<file path="config.mk">
export PLATFORM = sky130hd
export DESIGN_NAME = ser8_xchg
export DESIGN_NICKNAME = d
export VERILOG_FILES = /design/src/rtl/ser8_pkg.sv /design/src/rtl/ser8_clkgen.sv /design/src/rtl/ser8_shift.sv /design/src/rtl/ser8_xchg.sv
export SDC_FILE = /design/constraint.sdc
export NUM_CORES = 1
export LEC_CHECK = 0
export ABC_CLOCK_PERIOD_IN_PS = 2100
export BUFFER_PORTS_ARGS = -buffer_cell sky130_fd_sc_hd__buf_4
export CELL_PAD_IN_SITES_DETAIL_PLACEMENT = 1
export CELL_PAD_IN_SITES_GLOBAL_PLACEMENT = 2
export CORE_ASPECT_RATIO = 0.5
export CORE_MARGIN = 4
export CORE_UTILIZATION = 26
export DETAILED_ROUTE_END_ITERATION = 10
export HOLD_SLACK_MARGIN = 0.02
export PLACE_DENSITY = 0.74
export SLEW_MARGIN = 10
export SYNTH_ARGS = -nofsm -noshare
export SYNTH_HDL_FRONTEND = slang
export SYNTH_SLANG_ARGS = --single-unit
</file>
<file path="constraint.sdc">
create_clock -name clk -period 2.1 [get_ports clk]
set_input_delay 0.42 -clock clk [delete_from_list [all_inputs] [get_ports clk]]
set_output_delay 0.42 -clock clk [all_outputs]
set_load 0.01 [all_outputs]
</file>
<file path="src/rtl/ser8_pkg.sv">
package ser8_pkg;

    localparam int DATA_W = 8;
    localparam int CNT_W  = $clog2(DATA_W);
    localparam int RATE_W = 2;
    localparam int PRE_W  = 1 << RATE_W;

    typedef enum logic [1:0] {
        SRC_INT = 2'd0,
        SRC_EXT = 2'd1,
        SRC_TMR = 2'd2,
        SRC_ALT = 2'd3
    } clk_src_e;

    typedef struct packed {
        logic [RATE_W-1:0] rate;
        logic              lsb_first;
        logic              rx_only;
        clk_src_e          src;
    } mode_t;

    localparam int MODE_W = $bits(mode_t);

    typedef struct packed {
        logic fall;
        logic rise;
    } sck_evt_t;

    function automatic logic [DATA_W-1:0] shift_in(
        input logic [DATA_W-1:0] cur,
        input logic              b,
        input logic              lsb
    );
        return lsb ? {b, cur[DATA_W-1:1]} : {cur[DATA_W-2:0], b};
    endfunction

    function automatic logic out_bit(
        input logic [DATA_W-1:0] cur,
        input logic              lsb
    );
        return lsb ? cur[0] : cur[DATA_W-1];
    endfunction

endpackage

</file>
<file path="src/rtl/ser8_clkgen.sv">
module ser8_clkgen
    import ser8_pkg::*;
(
    input  logic              clk,
    input  logic              rst,
    input  logic              run,
    input  clk_src_e          src,
    input  logic [RATE_W-1:0] rate,
    input  logic              tmr_tick,
    input  logic              sck_pin,
    output logic              sck_o,
    output logic              sck_oe,
    output sck_evt_t          evt
);

    localparam int SYNC_N = 3;

    logic [PRE_W-1:0]  div_q;
    logic [PRE_W-1:0]  term;
    logic              sck_q;
    logic              ext;
    logic              gen_tick;
    logic [SYNC_N-1:0] sync_q;
    logic              ext_fall;
    logic              ext_rise;

    always_comb begin
        ext  = (src == SRC_EXT);
        term = (PRE_W'(1) << (32'(rate) + 1)) - PRE_W'(1);
        if (ext)
            gen_tick = 1'b0;
        else if (src == SRC_TMR)
            gen_tick = run & tmr_tick;
        else
            gen_tick = run & (div_q == term);
    end

    always_ff @(posedge clk) begin
        if (rst || !run) begin
            div_q <= '0;
            sck_q <= 1'b1;
        end else begin
            if (!ext && src != SRC_TMR)
                div_q <= (div_q == term) ? '0 : div_q + 1'b1;
            if (gen_tick)
                sck_q <= ~sck_q;
        end
    end

    always_ff @(posedge clk) begin
        if (rst)
            sync_q <= '1;
        else
            sync_q <= {sync_q[SYNC_N-2:0], sck_pin};
    end

    assign ext_fall = sync_q[SYNC_N-1] & ~sync_q[SYNC_N-2];
    assign ext_rise = ~sync_q[SYNC_N-1] & sync_q[SYNC_N-2];

    assign evt.fall = run & (ext ? ext_fall : (gen_tick & sck_q));
    assign evt.rise = run & (ext ? ext_rise : (gen_tick & ~sck_q));
    assign sck_o    = sck_q;
    assign sck_oe   = ~ext;

endmodule

</file>
<file path="src/rtl/ser8_shift.sv">
module ser8_shift
    import ser8_pkg::*;
(
    input  logic              clk,
    input  logic              rst,
    input  logic              start,
    input  logic              buf_we,
    input  logic [DATA_W-1:0] buf_wdata,
    input  sck_evt_t          evt,
    input  logic              rx_only,
    input  logic              lsb_first,
    input  logic              sdi,
    output logic [DATA_W-1:0] sreg,
    output logic              busy,
    output logic              irq,
    output logic              sdo
);

    localparam logic [CNT_W-1:0] LAST = CNT_W'(DATA_W - 1);

    logic [CNT_W-1:0] cnt_q;

    always_ff @(posedge clk) begin
        if (rst) begin
            sreg  <= '0;
            cnt_q <= '0;
            busy  <= 1'b0;
            irq   <= 1'b0;
            sdo   <= 1'b1;
        end else begin
            irq <= 1'b0;
            if (!busy) begin
                if (buf_we)
                    sreg <= buf_wdata;
                if (start) begin
                    busy  <= 1'b1;
                    cnt_q <= '0;
                    sdo   <= 1'b1;
                end
            end else begin
                if (evt.fall)
                    sdo <= rx_only ? 1'b1 : out_bit(sreg, lsb_first);
                if (evt.rise) begin
                    sreg  <= shift_in(sreg, sdi, lsb_first);
                    cnt_q <= cnt_q + 1'b1;
                    if (cnt_q == LAST) begin
                        busy <= 1'b0;
                        irq  <= 1'b1;
                        sdo  <= 1'b1;
                    end
                end
            end
        end
    end

endmodule

</file>
<file path="src/rtl/ser8_xchg.sv">
module ser8_xchg
    import ser8_pkg::*;
(
    input  logic              clk,
    input  logic              rst,
    input  logic              mode_we,
    input  logic [MODE_W-1:0] mode_wdata,
    input  logic              buf_we,
    input  logic [DATA_W-1:0] buf_wdata,
    output logic [DATA_W-1:0] buf_rdata,
    input  logic              start,
    input  logic              tmr_tick,
    input  logic              sck_i,
    output logic              sck_o,
    output logic              sck_oe,
    input  logic              sdi,
    output logic              sdo,
    output logic              busy,
    output logic              irq
);

    mode_t    mode_q;
    sck_evt_t evt;

    always_ff @(posedge clk) begin
        if (rst)
            mode_q <= '0;
        else if (mode_we && !busy)
            mode_q <= mode_t'(mode_wdata);
    end

    ser8_clkgen u_clkgen (
        .clk      (clk),
        .rst      (rst),
        .run      (busy),
        .src      (mode_q.src),
        .rate     (mode_q.rate),
        .tmr_tick (tmr_tick),
        .sck_pin  (sck_i),
        .sck_o    (sck_o),
        .sck_oe   (sck_oe),
        .evt      (evt)
    );

    ser8_shift u_shift (
        .clk       (clk),
        .rst       (rst),
        .start     (start),
        .buf_we    (buf_we),
        .buf_wdata (buf_wdata),
        .evt       (evt),
        .rx_only   (mode_q.rx_only),
        .lsb_first (mode_q.lsb_first),
        .sdi       (sdi),
        .sreg      (buf_rdata),
        .busy      (busy),
        .irq       (irq),
        .sdo       (sdo)
    );

endmodule

</file>
==> results of run 1 <==
## metrics by stage
step	hold slack, ns	total power [uW]	utilization	worst slack (ns)
3_3_place_gp	0.392	805	0.325	0.345
3_5_place_dp	0.405	809	0.325	0.332
2_1_floorplan	0.389	728	-	0.446
5_1_grt	0.351	1340	0.341	0.157
6_report	0.341	1270	0.341	0.329
4_1_cts	0.343	1290	0.341	0.311
## final cells by class
type / count / area [um2]
fillers: 666 / 3630
multi-input cells: 124 / 842
flip-flops and latches: 28 / 561
repair buffers: 38 / 285
well taps: 73 / 91.3
clock buffers: 4 / 88.8
inverters: 4 / 15.0
## worst max-delay path by stage
stage	endpoint	slack [ns]
after global routing	u_shift.sreg[1]	0.16
after global placement	u_shift.sreg[1]	0.34
after detailed placement	u_shift.sreg[1]	0.33
after floorplan	u_shift.sreg[5]	0.45
final	u_shift.sreg[1]	0.33
after CTS	u_shift.sreg[1]	0.31
## layout by cell type (no fill, tap or decap), types with 3 or more instances in the layout
master,count
a211o_1,5
a211o_2,3
a21oi_1,8
buf_4,38
clkbuf_16,3
dfxtp_1,28
ha_1,5
inv_1,4
mux2i_1,13
nand2_1,16
nor2_1,27
nor2b_1,5
o21ai_0,4
or2_2,3
## logic make-up after synthesis
group	after synthesis	share of synthesized area
buffers and inverters	12	0.0627
multiplexers	13	0.0870
flip-flops	28	0.375
adder cells (fa/ha/maj)	5	0.0418
XOR/XNOR	4	0.0234
AO/OA/AOI/OAI	36	0.190
AND/OR/NAND/NOR	66	0.221
## synth_stat cells, types with 3 or more instances
library cell	n
dfxtp_1	28
inv_1	4
nor2_1	27
mux2i_1	13
clkbuf_8	3
o21ai_0	4
a211o_2	3
a211o_1	5
or2_2	3
ha_1	5
nand2_1	16
nor2b_1	5
a21oi_1	8
## sequential cells by signal, summed over array words and instances (netlist names)
signal and flops:
mode_q 6, u_shift.irq 1, u_shift.busy 1, u_clkgen.sync_q 3, u_shift.sreg 8, u_shift.sdo 1
u_clkgen.div_q 4, u_shift.cnt_q 3, u_clkgen.sck_o 1
## critical path: cells and delay by family, from the launching register on
kind	cells	cell delay, ns
AO/OA/AOI/OAI	3	0.64
AND/OR/NAND/NOR	3	0.43
flip-flops	1	0.33
adder cells (fa/ha/maj)	1	0.25
buffers and inverters	1	0.06
## metal layers
layer / track usage / vias up
li1: - / 645
met1: 0.144 / 587
met2: 0.184 / 20
met3: 0.0226 / 2
met4: 0.0301 / 0
met5: 0 / -
## power groups by stage
stage / combinational, uW / sequential [uW] / clock (uW)
finish: 203 / 588 / 481
global route: 229 / 594 / 520
CTS: 208 / 589 / 493
detailed placement: 207 / 601 / 0
global placement: 204 / 601 / 0
floorplan: 135 / 594 / 0
==> out/metrics.cfg, run 1 <==
[synthesis]
synth_top_area_share=0.375
synth_edf_count=0
synth_cell_types=44
synthFlopType=dfxtp_1
synth-seq-area-share=0.375
synth_nets=191
syn_area_um2=1500
synthArstFlopShare=0
ys_seq_elements=28
synth_top_cell_by_area=dfxtp_1
synth.area.top_cells=dfxtp_1, mux2i_1, nor2_1
yosysWarnings=0
synth.avg_cell_area_um2=9.12
synth_cells=164

[critical_path]
crit_start=mode_q[0]
worstPathMaxFanout=16
rrSetupSlack_ns=0.33
crit_slowest_cell=dfxtp_1
crit_arrival_ns=1.97
required_ns=2.30
critPathKind=reg2reg
reg2reg_depth=8
r2r_end=u_shift.sreg[1]
crit_chain=inv_1 -> ha_1 -> nand2b_1 -> nand4b_1 -> a21oi_4 -> nor2_4 -> a211o_2 -> a21oi_1
endpoint_kind=flip-flop
critPathLaunchType=flip-flop
worst_path_largest_cell_delay_ns=0.33
reg2reg_from=mode_q[0]

[floorplanning]
start_util=0.271
core_um2=5520
io_pins=35
fp.dieH_um=61.6
rows=19
dieArea_um2=7110
die_w_um=115

[clocking]
cts_sinks=28
clk_path_buf_depth=2
h-tree-depth=1
clkTransAtPathRegs_ns=0.07
cts_setup_buffers=0
cts-resized-gates=0
tritoncts=built
root_buffer=clkbuf_16
clkLatencyLatePin_ns=0.26
hold_buffers=0
numCtsBuffers=3

[route]
wl_per_cell_um=13.4
drc=0
dr.max_layer_used=met4
ant_nets=0
detailroute.via_count=1254
first_pass_iters=4
route.met3.wl_um=120
vias_per_cell=4.63
routed_wl_um=3640
wl_met1_um=1820
dr_wl_met2_um=1680
drtIter0Drc=37

[power_and_ir_drop]
seqPwrFrac=0.462
clockPowerShare=0.378
power_density_nw_per_um2=676
p_comb_frac=0.160
p_leak_uw=0.000763
vdd_drop_max_v=0.000333
p_int_uw=955
p_switching_uw=317
swShare=0.249

[worst_hold_path]
hold-path-endpoint=u_clkgen.sync_q[0]
min_path_type=in2reg
min_from=sck_i
min_path_cells=2

[sta]
max_slew_margin=0.631
tightest_slew_ns=0.553
finalClockSkew_ns=0.00270
layout_min_cycle_time_ns=1.77
hold_viol_final=0
finalCritPeriodShare=0.843
clock.fmax_mhz=565
setup_viol=0
final-max-slew-violation-count=0
setup_tns_ns=0
rsz0062_at_grt=no

[layout]
drive_gt1_frac=0.288
fin_area_um2=1880
fin_nets=226
area_delta_synth_final_pct=25.8
diodes=0
finalNonFillerCells=271

[run]
drv_cap=0

[placed_design]
placed_area_um2=1790
gp_congestion=0.750
portBuffers=34
placed_cells=267
dpl.hpwl_um=2820

[grt]
grt_usage=0.109
antenna_found_initial=0
grt_pass1_vias=1277
grt_max_degree=25
grt-ovfl-total=0
grt_pass1_wl_um=6130

[outcome]
status=finished, final reports clean

Power figures use the tool's default switching activity.
==> run 2: changes to the inputs <==
--- a/config.mk
+++ b/config.mk
@@ -5,7 +5,7 @@
 export SDC_FILE = /design/constraint.sdc
 export NUM_CORES = 1
 export LEC_CHECK = 0
-export ABC_CLOCK_PERIOD_IN_PS = 2100
+export ABC_CLOCK_PERIOD_IN_PS = 1830
 export BUFFER_PORTS_ARGS = -buffer_cell sky130_fd_sc_hd__buf_4
 export CELL_PAD_IN_SITES_DETAIL_PLACEMENT = 1
 export CELL_PAD_IN_SITES_GLOBAL_PLACEMENT = 2
==> constraint.sdc (replaced) <==
create_clock -name clk -period 1.83 [get_ports clk]
set_input_delay 0.366 -clock clk [delete_from_list [all_inputs] [get_ports clk]]
set_output_delay 0.366 -clock clk [all_outputs]
set_load 0.01 [all_outputs]
==> run 2 against run 1 <==
Cell count is 2.2% higher. Critical path depth up 1. Sequential power rose by 14%. Global-route usage is 0.57 points higher. Highest routed layer unchanged. Clock-buffer cell count unchanged. Setup slack got worse by 0.27 ns. Clock skew rose by 0.0020 ns. Worst hold slack lost 0.060 ns. First-iteration DRC count decreased by 30%. Critical endpoint is now u_shift.sreg[4]. Final area rose by 5.6%. Total power grew 18%.
==> out/metrics.cfg, run 2 (synthesis results as in run 1) <==
[clocking]
h-tree-depth=1  ; unchanged
clkTransAtPathRegs_ns=0.07  ; about the same
tritoncts=built
clkLatencyLatePin_ns=0.27  ; about the same
clk_path_buf_depth=2  ; unchanged
numCtsBuffers=3  ; unchanged
root_buffer=clkbuf_16
cts_sinks=28  ; unchanged

[sta]
finalClockSkew_ns=0.00468  ; +0.00198 ns
max_slew_margin=0.679  ; +0.0478
tightest_slew_ns=0.470  ; -0.0831 ns
final-max-slew-violation-count=0  ; unchanged
setup_tns_ns=0  ; unchanged
setup_viol=0  ; unchanged
finalCritPeriodShare=0.966  ; +0.123
layout_min_cycle_time_ns=1.77  ; -0.00277 ns
whs_ns=0.281  ; -0.0604 ns
clock.fmax_mhz=565  ; +0.16%
hold_viol_final=0  ; unchanged

[route]
first_pass_iters=4  ; unchanged
wl_per_cell_um=14.0  ; +4.4%
drtIter0Drc=26  ; -30%
ant_nets=0  ; unchanged
vias_per_cell=4.69  ; +1.4%
routed_wl_um=3890  ; +6.7%
drc=0  ; unchanged
detailroute.via_count=1300  ; +3.7%

[power_and_ir_drop]
p_switching_uw=376  ; +19%
seqPwrFrac=0.449  ; -0.013
vdd_drop_max_v=0.000314  ; -5.9%
power_density_nw_per_um2=752  ; +11%
p_leak_uw=0.000808  ; +5.9%
clockPowerShare=0.371  ; -0.007
swShare=0.252  ; +0.00219
p_int_uw=1120  ; +17%
p_comb_frac=0.181  ; +0.021

[grt]
grt_pass1_wl_um=6240  ; +1.8%
grt-ovfl-total=0  ; unchanged
grt_pass1_vias=1312  ; +2.7%
grt_usage=0.115  ; +0.00570
antenna_found_initial=0  ; unchanged
grt_max_degree=25  ; unchanged

[critical_path]
r2r_end=u_shift.sreg[4]
crit_arrival_ns=1.97  ; about the same
critPathLaunchType=flip-flop
reg2reg_depth=9  ; +1
worstPathMaxFanout=16  ; unchanged
rrSetupSlack_ns=0.06  ; -0.27 ns
endpoint_kind=flip-flop
reg2reg_from=mode_q[0]
required_ns=2.04  ; -0.26 ns
critPathKind=reg2reg

[floorplanning]
die_w_um=115  ; unchanged
core_um2=5520  ; unchanged
io_pins=35  ; unchanged
rows=19  ; unchanged
dieArea_um2=7110  ; unchanged
start_util=0.271  ; unchanged
fp.dieH_um=61.6  ; unchanged

[layout]
fin_nets=232  ; +2.7%
fin_area_um2=1990  ; +5.6%
area_delta_synth_final_pct=32.9
diodes=0  ; unchanged
layout_commonest_cell=buf_4
top_register=u_shift.sreg
largest_reg_flops=8  ; unchanged
fillerInstances=648  ; -2.7%
drive_gt1_frac=0.348  ; +0.0602
final_cell_mix=buf_4, nor2_1, dfxtp_1, nand2_1, mux2i_1
reg_top3=u_shift.sreg x8, mode_q x6, u_clkgen.div_q x4

[run]
drv_cap=0  ; unchanged

[placed_design]
placed_area_um2=1820  ; +1.3%
portBuffers=34  ; unchanged
gp_congestion=0.746  ; -0.55%
dpl.hpwl_um=2860  ; +1.6%

[worst_hold_path]
min_path_cells=2  ; unchanged
min_from=sck_i
min_path_type=in2reg
hold-path-endpoint=u_clkgen.sync_q[0]

[outcome]
status=finished, final reports clean

run 2: cell count changes in the layout (fill, tap and decap cells not counted), sizes merged:
cell	delta
buf	+6
run 2: what timing repair did:
item	in CTS	in global routing
endpoints found under the hold margin	0	0
setup buffers	0	3
hold buffers	0	0
resized for setup	0	11
endpoints found under the setup margin	0	9
run 2: stage by stage:
| stage | setup WS (ns) | total power (uW) | util | cells |
|---|---|---|---|---|
| after detailed placement | 0.0861 | 934 | 0.329 | 270 |
| after CTS | 0.0707 | 1500 | 0.346 | 274 |
| after global placement | 0.120 | 928 | 0.329 | 270 |
| after global routing | -0.0353 | 1570 | 0.360 | 277 |
| after floorplan | 0.176 | 836 | - | 164 |
| final | 0.0616 | 1500 | 0.360 | 277 |
run 2: per-layer routing:
metal,track usage,vias up,wire (um)
li1,-,659,-
met1,0.140,616,1790
met2,0.200,21,1910
met3,0.0285,4,144
met4,0.0452,0,43
met5,0,-,0
run 2: cell type report:
cell class	instances	area, um2	area share
inverters	4	15.0	0.00755
clock buffers	4	88.8	0.0447
flip-flops and latches	28	562	0.283
multi-input cells	124	888	0.447
repair buffers	44	343	0.172
well taps	73	91.3	0.0459
run 2: power by group through the flow:
stage	registers, uW	clock network, uW	logic (uW)
after floorplan	681	0	154
final	671	555	270
after global routing	677	599	298
after CTS	670	581	250
after global placement	684	0	245
after detailed placement	685	0	249
run 2: worst max-delay path, cell delays in order, from the launching register on:
cell,delay [ns]
dfxtp_2,0.34
inv_1,0.12
ha_4,0.18
nor2b_1,0.15
nand4_1,0.20
o21ai_4,0.14
nor2_4,0.06
buf_12,0.14
a211o_2,0.26
a21oi_1,0.11
run 2: worst max-delay path by stage:
stage	from	end	slack [ns]	cells after the start
after floorplan	mode_q[1]	u_shift.sreg[5]	0.18	9
after global placement	u_clkgen.div_q[2]	u_shift.sdo	0.12	5
after detailed placement	u_clkgen.div_q[2]	u_shift.sdo	0.09	6
after CTS	u_clkgen.div_q[2]	u_shift.sdo	0.07	6
after global routing	mode_q[0]	u_shift.sreg[4]	-0.04	9
final	mode_q[0]	u_shift.sreg[4]	0.06	9
